## src/rtl/uart_irq_pkg.sv

```systemverilog
package uart_irq_pkg;
  localparam int FIFO_SRCS = 3;
  localparam int ERR_SRCS  = 3;

  function automatic int src_count(input int bufs);
    return FIFO_SRCS + 2 * bufs + ERR_SRCS;
  endfunction

  function automatic int tx_dma_base();
    return FIFO_SRCS;
  endfunction

  function automatic int rx_dma_base(input int bufs);
    return FIFO_SRCS + bufs;
  endfunction

  function automatic int err_base(input int bufs);
    return FIFO_SRCS + 2 * bufs;
  endfunction

  function automatic logic rise_det(input logic prev, input logic cur);
    return cur & ~prev;
  endfunction

  function automatic logic fall_det(input logic prev, input logic cur);
    return prev & ~cur;
  endfunction

  // next value of one pending bit: tracked bits copy the level,
  // others are sticky with set taking priority over clear
  function automatic logic pend_bit_next(input logic cur, input logic set,
                                         input logic clr, input logic track,
                                         input logic level);
    if (track) return level;
    return set | (cur & ~clr);
  endfunction
endpackage

```

## src/rtl/uart_irq_detect.sv

```systemverilog
module uart_irq_detect
  import uart_irq_pkg::*;
#(
  parameter int DMA_BUFS = 2,
  localparam int NSRC = src_count(DMA_BUFS)
) (
  input  logic                 clk,
  input  logic                 rst_n,
  input  logic                 level_mode_i,
  input  logic [FIFO_SRCS-1:0] fifo_stat_i,
  input  logic [DMA_BUFS-1:0]  tx_act_i,
  input  logic [DMA_BUFS-1:0]  rx_act_i,
  input  logic [ERR_SRCS-1:0]  err_i,
  output logic [NSRC-1:0]      set_o,
  output logic [NSRC-1:0]      track_o,
  output logic [NSRC-1:0]      track_val_o
);
  localparam int TXB = tx_dma_base();
  localparam int RXB = rx_dma_base(DMA_BUFS);
  localparam int ERB = err_base(DMA_BUFS);

  logic [FIFO_SRCS-1:0] fifo_prev_q;
  logic [DMA_BUFS-1:0]  tx_prev_q;
  logic [DMA_BUFS-1:0]  rx_prev_q;

  always_ff @(posedge clk or negedge rst_n) begin
    if (!rst_n) begin
      fifo_prev_q <= '0;
      tx_prev_q   <= '0;
      rx_prev_q   <= '0;
    end else begin
      fifo_prev_q <= fifo_stat_i;
      tx_prev_q   <= tx_act_i;
      rx_prev_q   <= rx_act_i;
    end
  end

  for (genvar k = 0; k < FIFO_SRCS; k++) begin : g_fifo
    assign set_o[k]       = !level_mode_i && rise_det(fifo_prev_q[k], fifo_stat_i[k]);
    assign track_o[k]     = level_mode_i;
    assign track_val_o[k] = fifo_stat_i[k];
  end

  for (genvar b = 0; b < DMA_BUFS; b++) begin : g_dma
    assign set_o[TXB+b]       = fall_det(tx_prev_q[b], tx_act_i[b]);
    assign set_o[RXB+b]       = fall_det(rx_prev_q[b], rx_act_i[b]);
    assign track_o[TXB+b]     = 1'b0;
    assign track_o[RXB+b]     = 1'b0;
    assign track_val_o[TXB+b] = 1'b0;
    assign track_val_o[RXB+b] = 1'b0;


    tx_rise_no_event_chk: assert property (@(posedge clk) disable iff (!rst_n)
      $rose(tx_act_i[b]) |-> !set_o[TXB+b]);

    rx_rise_no_event_chk: assert property (@(posedge clk) disable iff (!rst_n)
      $rose(rx_act_i[b]) |-> !set_o[RXB+b]);
  end

  for (genvar k = 0; k < ERR_SRCS; k++) begin : g_err
    assign set_o[ERB+k]       = err_i[k];
    assign track_o[ERB+k]     = 1'b0;
    assign track_val_o[ERB+k] = 1'b0;
  end
endmodule

```

## src/rtl/uart_irq_pending.sv

```systemverilog
module uart_irq_pending
  import uart_irq_pkg::*;
#(
  parameter int NSRC = 10
) (
  input  logic            clk,
  input  logic            rst_n,
  input  logic [NSRC-1:0] set_i,
  input  logic [NSRC-1:0] track_i,
  input  logic [NSRC-1:0] track_val_i,
  input  logic            clr_wr_i,
  input  logic [NSRC-1:0] clr_data_i,
  output logic [NSRC-1:0] pend_o
);
  logic [NSRC-1:0] clr_mask;
  logic [NSRC-1:0] pend_q;

  assign clr_mask = clr_wr_i ? clr_data_i : '0;
  assign pend_o   = pend_q;

  for (genvar i = 0; i < NSRC; i++) begin : g_bit
    always_ff @(posedge clk or negedge rst_n) begin
      if (!rst_n) pend_q[i] <= 1'b0;
      else        pend_q[i] <= pend_bit_next(pend_q[i], set_i[i], clr_mask[i],
                                             track_i[i], track_val_i[i]);
    end


    sticky_hold_chk: assert property (@(posedge clk) disable iff (!rst_n)
      (!track_i[i] && pend_q[i] && !(clr_wr_i && clr_data_i[i])) |=> pend_q[i]);

    ack_clears_chk: assert property (@(posedge clk) disable iff (!rst_n)
      (!track_i[i] && !set_i[i] && clr_wr_i && clr_data_i[i]) |=> !pend_q[i]);

    set_wins_chk: assert property (@(posedge clk) disable iff (!rst_n)
      (!track_i[i] && set_i[i]) |=> pend_q[i]);

    level_follow_chk: assert property (@(posedge clk) disable iff (!rst_n)
      track_i[i] |=> (pend_q[i] == $past(track_val_i[i])));
  end
endmodule

```

## src/rtl/uart_irq_mask.sv

```systemverilog
module uart_irq_mask #(
  parameter int NSRC = 10
) (
  input  logic            clk,
  input  logic            rst_n,
  input  logic            en_wr_i,
  input  logic [NSRC-1:0] en_wdata_i,
  input  logic [NSRC-1:0] pend_i,
  output logic [NSRC-1:0] en_o,
  output logic            irq_o
);
  logic [NSRC-1:0] en_q;
  logic            irq_q;
  logic            any_live;

  assign any_live = |(pend_i & en_q);
  assign en_o     = en_q;
  assign irq_o    = irq_q;

  always_ff @(posedge clk or negedge rst_n) begin
    if (!rst_n) begin
      en_q  <= '0;
      irq_q <= 1'b0;
    end else begin
      if (en_wr_i) en_q <= en_wdata_i;
      irq_q <= any_live;
    end
  end


  en_load_chk: assert property (@(posedge clk) disable iff (!rst_n)
    en_wr_i |=> (en_q == $past(en_wdata_i)));

  irq_rise_chk: assert property (@(posedge clk) disable iff (!rst_n)
    (|(pend_i & en_q)) |=> irq_q);

  irq_fall_chk: assert property (@(posedge clk) disable iff (!rst_n)
    !(|(pend_i & en_q)) |=> !irq_q);
endmodule

```

## src/rtl/uart_irq_gen.sv

```systemverilog
module uart_irq_gen
  import uart_irq_pkg::*;
#(
  parameter int DMA_BUFS = 2,
  localparam int NSRC = src_count(DMA_BUFS)
) (
  input  logic                clk,
  input  logic                rst_n,
  input  logic                level_mode_i,
  input  logic                tx_idle_i,
  input  logic                tx_free_i,
  input  logic                rx_valid_i,
  input  logic [DMA_BUFS-1:0] tx_dma_act_i,
  input  logic [DMA_BUFS-1:0] rx_dma_act_i,
  input  logic                par_err_i,
  input  logic                frm_err_i,
  input  logic                ovr_err_i,
  input  logic                en_wr_i,
  input  logic [NSRC-1:0]     en_wdata_i,
  input  logic                ack_wr_i,
  input  logic [NSRC-1:0]     ack_wdata_i,
  output logic [NSRC-1:0]     pending_o,
  output logic [NSRC-1:0]     enable_o,
  output logic                irq_o
);
  localparam int ERB = err_base(DMA_BUFS);

  logic [NSRC-1:0] set_w;
  logic [NSRC-1:0] track_w;
  logic [NSRC-1:0] track_val_w;
  logic [NSRC-1:0] pend_w;

  uart_irq_detect #(.DMA_BUFS(DMA_BUFS)) u_detect (
    .clk          (clk),
    .rst_n        (rst_n),
    .level_mode_i (level_mode_i),
    .fifo_stat_i  ({rx_valid_i, tx_free_i, tx_idle_i}),
    .tx_act_i     (tx_dma_act_i),
    .rx_act_i     (rx_dma_act_i),
    .err_i        ({ovr_err_i, frm_err_i, par_err_i}),
    .set_o        (set_w),
    .track_o      (track_w),
    .track_val_o  (track_val_w)
  );

  uart_irq_pending #(.NSRC(NSRC)) u_pending (
    .clk         (clk),
    .rst_n       (rst_n),
    .set_i       (set_w),
    .track_i     (track_w),
    .track_val_i (track_val_w),
    .clr_wr_i    (ack_wr_i),
    .clr_data_i  (ack_wdata_i),
    .pend_o      (pend_w)
  );

  uart_irq_mask #(.NSRC(NSRC)) u_mask (
    .clk        (clk),
    .rst_n      (rst_n),
    .en_wr_i    (en_wr_i),
    .en_wdata_i (en_wdata_i),
    .pend_i     (pend_w),
    .en_o       (enable_o),
    .irq_o      (irq_o)
  );

  assign pending_o = pend_w;


  par_sets_chk: assert property (@(posedge clk) disable iff (!rst_n)
    par_err_i |=> pending_o[ERB]);

  ovr_sets_chk: assert property (@(posedge clk) disable iff (!rst_n)
    ovr_err_i |=> pending_o[ERB+2]);

  idle_edge_chk: assert property (@(posedge clk) disable iff (!rst_n)
    (!level_mode_i && set_w[0]) |=> pending_o[0]);
endmodule

```

## config.mk

```make
export PLATFORM = sky130hd
export DESIGN_NAME = uart_irq_gen
export DESIGN_NICKNAME = d
export VERILOG_FILES = /design/src/rtl/uart_irq_pkg.sv /design/src/rtl/uart_irq_detect.sv /design/src/rtl/uart_irq_pending.sv /design/src/rtl/uart_irq_mask.sv /design/src/rtl/uart_irq_gen.sv
export SDC_FILE = /design/constraint.sdc
export NUM_CORES = 1
export LEC_CHECK = 0
export BUFFER_PORTS_ARGS = -buffer_cell sky130_fd_sc_hd__buf_2
export CORE_MARGIN = 1.5
export CORE_UTILIZATION = 39
export DETAILED_ROUTE_END_ITERATION = 7
export PLACE_DENSITY = 0.74
export SLEW_MARGIN = 20
export SYNTH_ARGS = -nofsm -noshare
export SYNTH_HDL_FRONTEND = slang
export SYNTH_SLANG_ARGS = --single-unit
```

## constraint.sdc

```tcl
create_clock -name clk -period 1.1 [get_ports clk]
set_clock_uncertainty 0.15 [all_clocks]
set_input_delay 0.11 -clock clk [delete_from_list [all_inputs] [get_ports clk]]
set_output_delay 0.11 -clock clk [all_outputs]
set_load 0.02 [all_outputs]
```

==> impl_metrics.json, run 1 <==
{
  "cts_htree_levels": 1,
  "die_w_um": 54.9,
  "rsz0062_at_grt": "yes",
  "vias": 1101,
  "die_area_sq_um": 3010,
  "core_area_sq_um": 2500,
  "grt_overflow": 0,
  "clockBufferDepth": 2,
  "slew_viol_final": 0,
  "critPathArrivalTime_ns": 1.02,
  "postSynthAreaPerCell_sq_um": 12.6,
  "maxCapViolations": 0,
  "leakagePower_nw": 1.01,
  "path_max_fanout": 2,
  "status": "complete, but fails checks",
  "cts_root_buf": "clkbuf_4",
  "die_h_um": 54.9,
  "end_kind": "output port",
  "antenna_found_initial": 0,
  "yosys_warnings": 0,
  "fill_cells": 143,
  "vias_per_cell": 5.00,
  "drt-initial-drc-count": 17,
  "path_clk_slew_ns": 0.15,
  "cts_sinks": 28,
  "finalSetupViolations": 23,
  "gp_congestion": 0.739,
  "ys_seq_area_frac": 0.668,
  "cts_tree": "yes",
  "drive_gt1_frac": 0.442,
  "critPathKind": "flop to output port",
  "grt_max_degree": 16,
  "io_pins": 56,
  "finalCriticalPeriod_ns": 1.28,
  "final_antenna_net_count": 0,
  "wl_per_cell_um": 16.2,
  "fmax_mhz": 783,
  "netlist_area_sq_um": 1050,
  "dp_slack_ns": -0.107,
  "synthDistinctLibCells": 13,
  "hold_violations": 0,
  "postSynthRegisterBits": 28,
  "p_total_mw": 2.41,
  "utilization": 0.809,
  "nets": 226,
  "multi_input_area_sq_um": 324,
  "rows": 18,
  "fin_ws_ns": -0.177,
  "grt_pass1_wl_mm": 5.40,
  "syn-num-nets": 118,
  "initial_utilization": 0.419,
  "post-route-period-util": 1.16,
  "drt-pass1-iter-count": 4,
  "required_ns": 0.84,
  "antenna_cells": 0,
  "min_path_type": "input port to flop",
  "ir_drop_uv": 1170,
  "placed_area_sq_um": 1390,
  "grt_pass1_vias": 1185,
  "drc": 0,
  "cp-start-kind": "flop",
  "clock_latency_ns": 0.33,
  "synthToLayoutAreaGrowth_pct": 93.0,
  "post-route-cell-area_sq_um": 2020,
  "grt_usage": 0.268,
  "relSlewSlack": 0.792,
  "max_slew.worst_pin.slew_ns": 0.311,
  "syn_inst": 83,
  "wirelength_mm": 3.56,
  "regArea_sq_um": 703,
  "numPortBuffers": 55,
  "cts_buffers": 3,
  "violations": "setup timing",
  "powerDensity_nw_per_um2": 1190
}
-- layer usage --
metal,wire (um),track usage,vias up
met1,1360,0.281,537
met4,142,0.150,0
met5,0,0,-
li1,-,-,493
met3,194,0.0628,17
met2,1870,0.484,54
-- logic make-up (layout without fill, tap and decap cells) --
family,count (synthesis),after routing,share of synthesized area
simple gates,21,21,0.0883
compound gates,15,15,0.0990
buf+inv,9,116,0.0370
flops,28,28,0.668
mux,10,10,0.107
-- through the flow --
| stage | TNS (ns) | instances | hold slack, ns |
|---|---|---|---|
| 2_1_floorplan | -0.106 | 83 | -0.336 |
| 3_3_place_gp | -0.0472 | 171 | -0.140 |
| 3_5_place_dp | -0.107 | 171 | -0.136 |
| 4_1_cts | -1.83 | 220 | 0.00772 |
| 5_1_grt | -2.54 | 220 | 0.0278 |
| 6_report | -1.80 | 220 | 0.0116 |
-- cell usage after synthesis (all sizes together) --
cell type,number,area [sq um]
a221oi,1,15.0
nand3b,3,22.5
a22o,1,8.76
nand2,17,63.8
o21ai,7,35.0
mux2,10,113
dfrtp,28,701
inv,7,26.3
a22oi,3,22.5
a21o,3,22.5
buf,2,12.5
nand4,1,6.26
-- area by class of cell --
| cell class | count | share of cell area |
|---|---|---|
| Clock buffer | 4 | 0.0179 |
| Inverter | 7 | 0.0130 |
| Multi-Input combinational cell | 46 | 0.160 |
| Sequential cell | 28 | 0.348 |
| Tap cell | 30 | 0.0186 |
| Timing Repair Buffer | 105 | 0.443 |
-- power breakdown --
part,switching (mW),internal (mW)
Clock,0.300,0.203
Sequential,0.0690,1.12
Combinational,0.300,0.420
-- worst paths after layout --
kind / startpoint / endpoint / slack [ns] / cells past startpoint
min reg2reg: u_detect.rx_prev_q[0] / u_pending.pend_o[5] / 0.39 / 2
min in group asynchronous: rst_n / u_mask.en_o[0] / 0.02 / 2
max reg2reg: u_pending.pend_o[4] / u_mask.irq_o / -0.11 / 3
min: ack_wr_i / u_pending.pend_o[8] / 0.01 / 3
max: u_mask.en_o[9] / enable_o[9] / -0.18 / 2
max in group asynchronous: rst_n / u_pending.pend_o[7] / 0.27 / 3
-- state kept, by name (all words and copies together) (netlist names) --
signal / cells
u_detect.tx_prev_q: 2
u_detect.rx_prev_q: 2
u_mask.irq_o: 1
u_pending.pend_o: 10
u_mask.en_o: 10
u_detect.fifo_prev_q: 3
-- repair_timing --
action,CTS,global route
hold buffers,32,0
setup buffers,13,0
endpoints found under the setup margin,22,29
endpoints found under the hold margin,55,0
resized for setup,46,9
pin swaps,1,0
-- cell usage in the layout (no fill, tap or decap), types with 2 or more instances in the layout --
master | netlist | layout
nand3b_1 | 3 | 3
clkbuf_4 | 0 | 3
o21ai_0 | 7 | 7
mux2_1 | 10 | 6
a21o_1 | 3 | 3
mux2_4 | 0 | 4
buf_6 | 0 | 30
a22oi_1 | 3 | 3
dfrtp_1 | 28 | 26
dfrtp_2 | 0 | 2
buf_2 | 1 | 34
dlygate4sd3_1 | 0 | 32
nand2_1 | 17 | 17
buf_4 | 1 | 9
inv_1 | 7 | 7
-- worst max-delay path: stages, from the launching register on --
cell and delay [ns]:
dfrtp_1 0.44, buf_6 0.13, buf_6 0.12
(Power assumes the default switching activity.)
==> run 2: changes to the inputs <==
--- a/config.mk
+++ b/config.mk
@@ -9,7 +9,8 @@
 export CORE_MARGIN = 1.5
 export CORE_UTILIZATION = 39
 export DETAILED_ROUTE_END_ITERATION = 7
-export PLACE_DENSITY = 0.74
+export PLACE_DENSITY_LB_ADDON = 0.05
+export SETUP_SLACK_MARGIN = 0.2
 export SLEW_MARGIN = 20
 export SYNTH_ARGS = -nofsm -noshare
 export SYNTH_HDL_FRONTEND = slang
==> impl_metrics.json, run 2 (synthesis gave the netlist of run 1 again) <==
{
  "cts_root_buf": "clkbuf_4",
  "antenna_found_initial": 0,
  "cts_hold_buf": 21,
  "dpl.hpwl_mm": 1.66,
  "grt_usage": 0.183,
  "fin_ws_ns": -0.175,
  "post-route-period-util": 1.16,
  "drt-initial-drc-count": 7,
  "antenna_cells": 0,
  "drc": 0,
  "grt_pass1_wl_mm": 3.81,
  "max_slew.worst_pin.slew_ns": 0.339,
  "grt_overflow": 0,
  "r2r-end": "u_mask.irq_o",
  "gp_congestion": 0.720,
  "dp_slack_ns": -0.0733,
  "rows": 18,
  "cts_sinks": 28,
  "cts_tree": "yes",
  "min_path_type": "input port to flop",
  "nets": 213,
  "timing.hold.ws_ns": -0.136,
  "cp_slowest_cell": "dfrtp_2",
  "wl_per_cell_um": 13.3,
  "p_total_mw": 2.37,
  "slew_viol_final": 0,
  "die_area_sq_um": 3010,
  "leakagePower_nw": 0.979,
  "fill_cells": 159,
  "finalCriticalPeriod_ns": 1.27,
  "fmax_mhz": 784,
  "io_pins": 56,
  "cp-start-kind": "flop",
  "ir_drop_uv": 857,
  "layout_common_cells": "34 x buf_2, 34 x buf_6, 21 x dlygate4sd3_1",
  "core_area_sq_um": 2500,
  "rsz0062_at_grt": "yes",
  "worst_setup_path_startpoint": "u_mask.en_o[9]",
  "timing.rr.start": "u_mask.en_o[9]",
  "numPortBuffers": 55,
  "path_max_fanout": 2,
  "crit_path_max_incr_delay_ns": 0.45,
  "initial_utilization": 0.419,
  "critPathArrivalTime_ns": 1.32,
  "cts_htree_levels": 1,
  "hold_violations": 13,
  "end_kind": "flop",
  "drt-pass1-iter-count": 3,
  "vias": 953,
  "r2r_cells": 4,
  "finalSetupViolations": 22,
  "relSlewSlack": 0.774,
  "ff2ff_setup_slack_ns": -0.17,
  "die_w_um": 54.9,
  "clockBufferDepth": 2,
  "drive_gt1_frac": 0.565,
  "grt_max_degree": 29,
  "cts_buffers": 3,
  "die_h_um": 54.9,
  "final_antenna_net_count": 0,
  "wirelength_mm": 2.75,
  "clock_latency_ns": 0.32,
  "powerDensity_nw_per_um2": 1210,
  "path_clk_slew_ns": 0.15,
  "grt_pass1_vias": 924,
  "synthToLayoutAreaGrowth_pct": 86.5,
  "required_ns": 1.15,
  "endpoint": "u_mask.irq_o",
  "status": "complete, but fails checks",
  "vias_per_cell": 4.60,
  "critPathKind": "flop to flop",
  "violations": "hold timing, setup timing",
  "worstPathCellList": "buf_6, a22o_1, a221oi_2, nand4_1",
  "maxCapViolations": 0
}
[run 2: power breakdown]
part / switching, mW / total [mW] / internal (mW)
Combinational: 0.275 / 0.691 / 0.416
Sequential: 0.0708 / 1.19 / 1.12
Clock: 0.284 / 0.486 / 0.202
Total: 0.630 / 2.37 / 1.74
[run 2: layer usage]
metal / vias to the layer above / part of all wire / global-route usage
li1: 467 / - / -
met1: 454 / 0.42 / 0.205
met2: 30 / 0.53 / 0.347
met3: 2 / 0.052 / 0.0273
met4: 0 / 0.0055 / 0.0625
met5: - / 0 / 0
[run 2: critical path, delay by kind of cell, from the launching register on]
| family | cells | cell delay, ns |
|---|---|---|
| flops | 1 | 0.45 |
| buf+inv | 1 | 0.11 |
| simple gates | 1 | 0.10 |
| compound gates | 2 | 0.34 |
[run 2: cell type report]
type / count / area (sq um) / area share
clock buffers: 4 / 36.3 / 0.0186
inverters: 7 / 26.3 / 0.0134
multi-input cells: 46 / 355 / 0.182
flip-flops and latches: 28 / 714 / 0.365
well taps: 30 / 37.5 / 0.0192
repair buffers: 92 / 786 / 0.402
[run 2: repair_timing]
item / in CTS / in global routing
buffers inserted: 10 / 1
gates resized for setup: 52 / 10
endpoints found under the setup margin: 34 / 39
pin swaps: 0 / 1
hold endpoints to repair: 55 / 13
[run 2: how the worst min path moves through the flow]
stage	from	end	slack [ns]	depth (start not counted)
2_1_floorplan	rst_n	u_detect.fifo_prev_q[0]	-0.34	0
3_3_place_gp	rst_n	u_pending.pend_o[6]	-0.02	2
3_5_place_dp	rst_n	u_pending.pend_o[6]	-0.02	2
4_1_cts	en_wdata_i[2]	u_mask.en_o[2]	-0.15	2
5_1_grt	en_wdata_i[9]	u_mask.en_o[9]	-0.16	2
6_report	en_wdata_i[2]	u_mask.en_o[2]	-0.14	2
[run 2: per-stage QoR]
| stage | instance area (sq um) | setup TNS, ns | std cells | util | hold WS [ns] |
|---|---|---|---|---|---|
| 2_1_floorplan | 1100 | -0.106 | 83 | - | -0.336 |
| 3_3_place_gp | 1430 | -0.0480 | 171 | 0.574 | -0.0233 |
| 3_5_place_dp | 1430 | -0.0733 | 171 | 0.574 | -0.0211 |
| 4_1_cts | 1920 | -1.86 | 206 | 0.767 | -0.152 |
| 5_1_grt | 1960 | -2.53 | 207 | 0.782 | -0.160 |
| 6_report | 1960 | -1.61 | 207 | 0.782 | -0.136 |
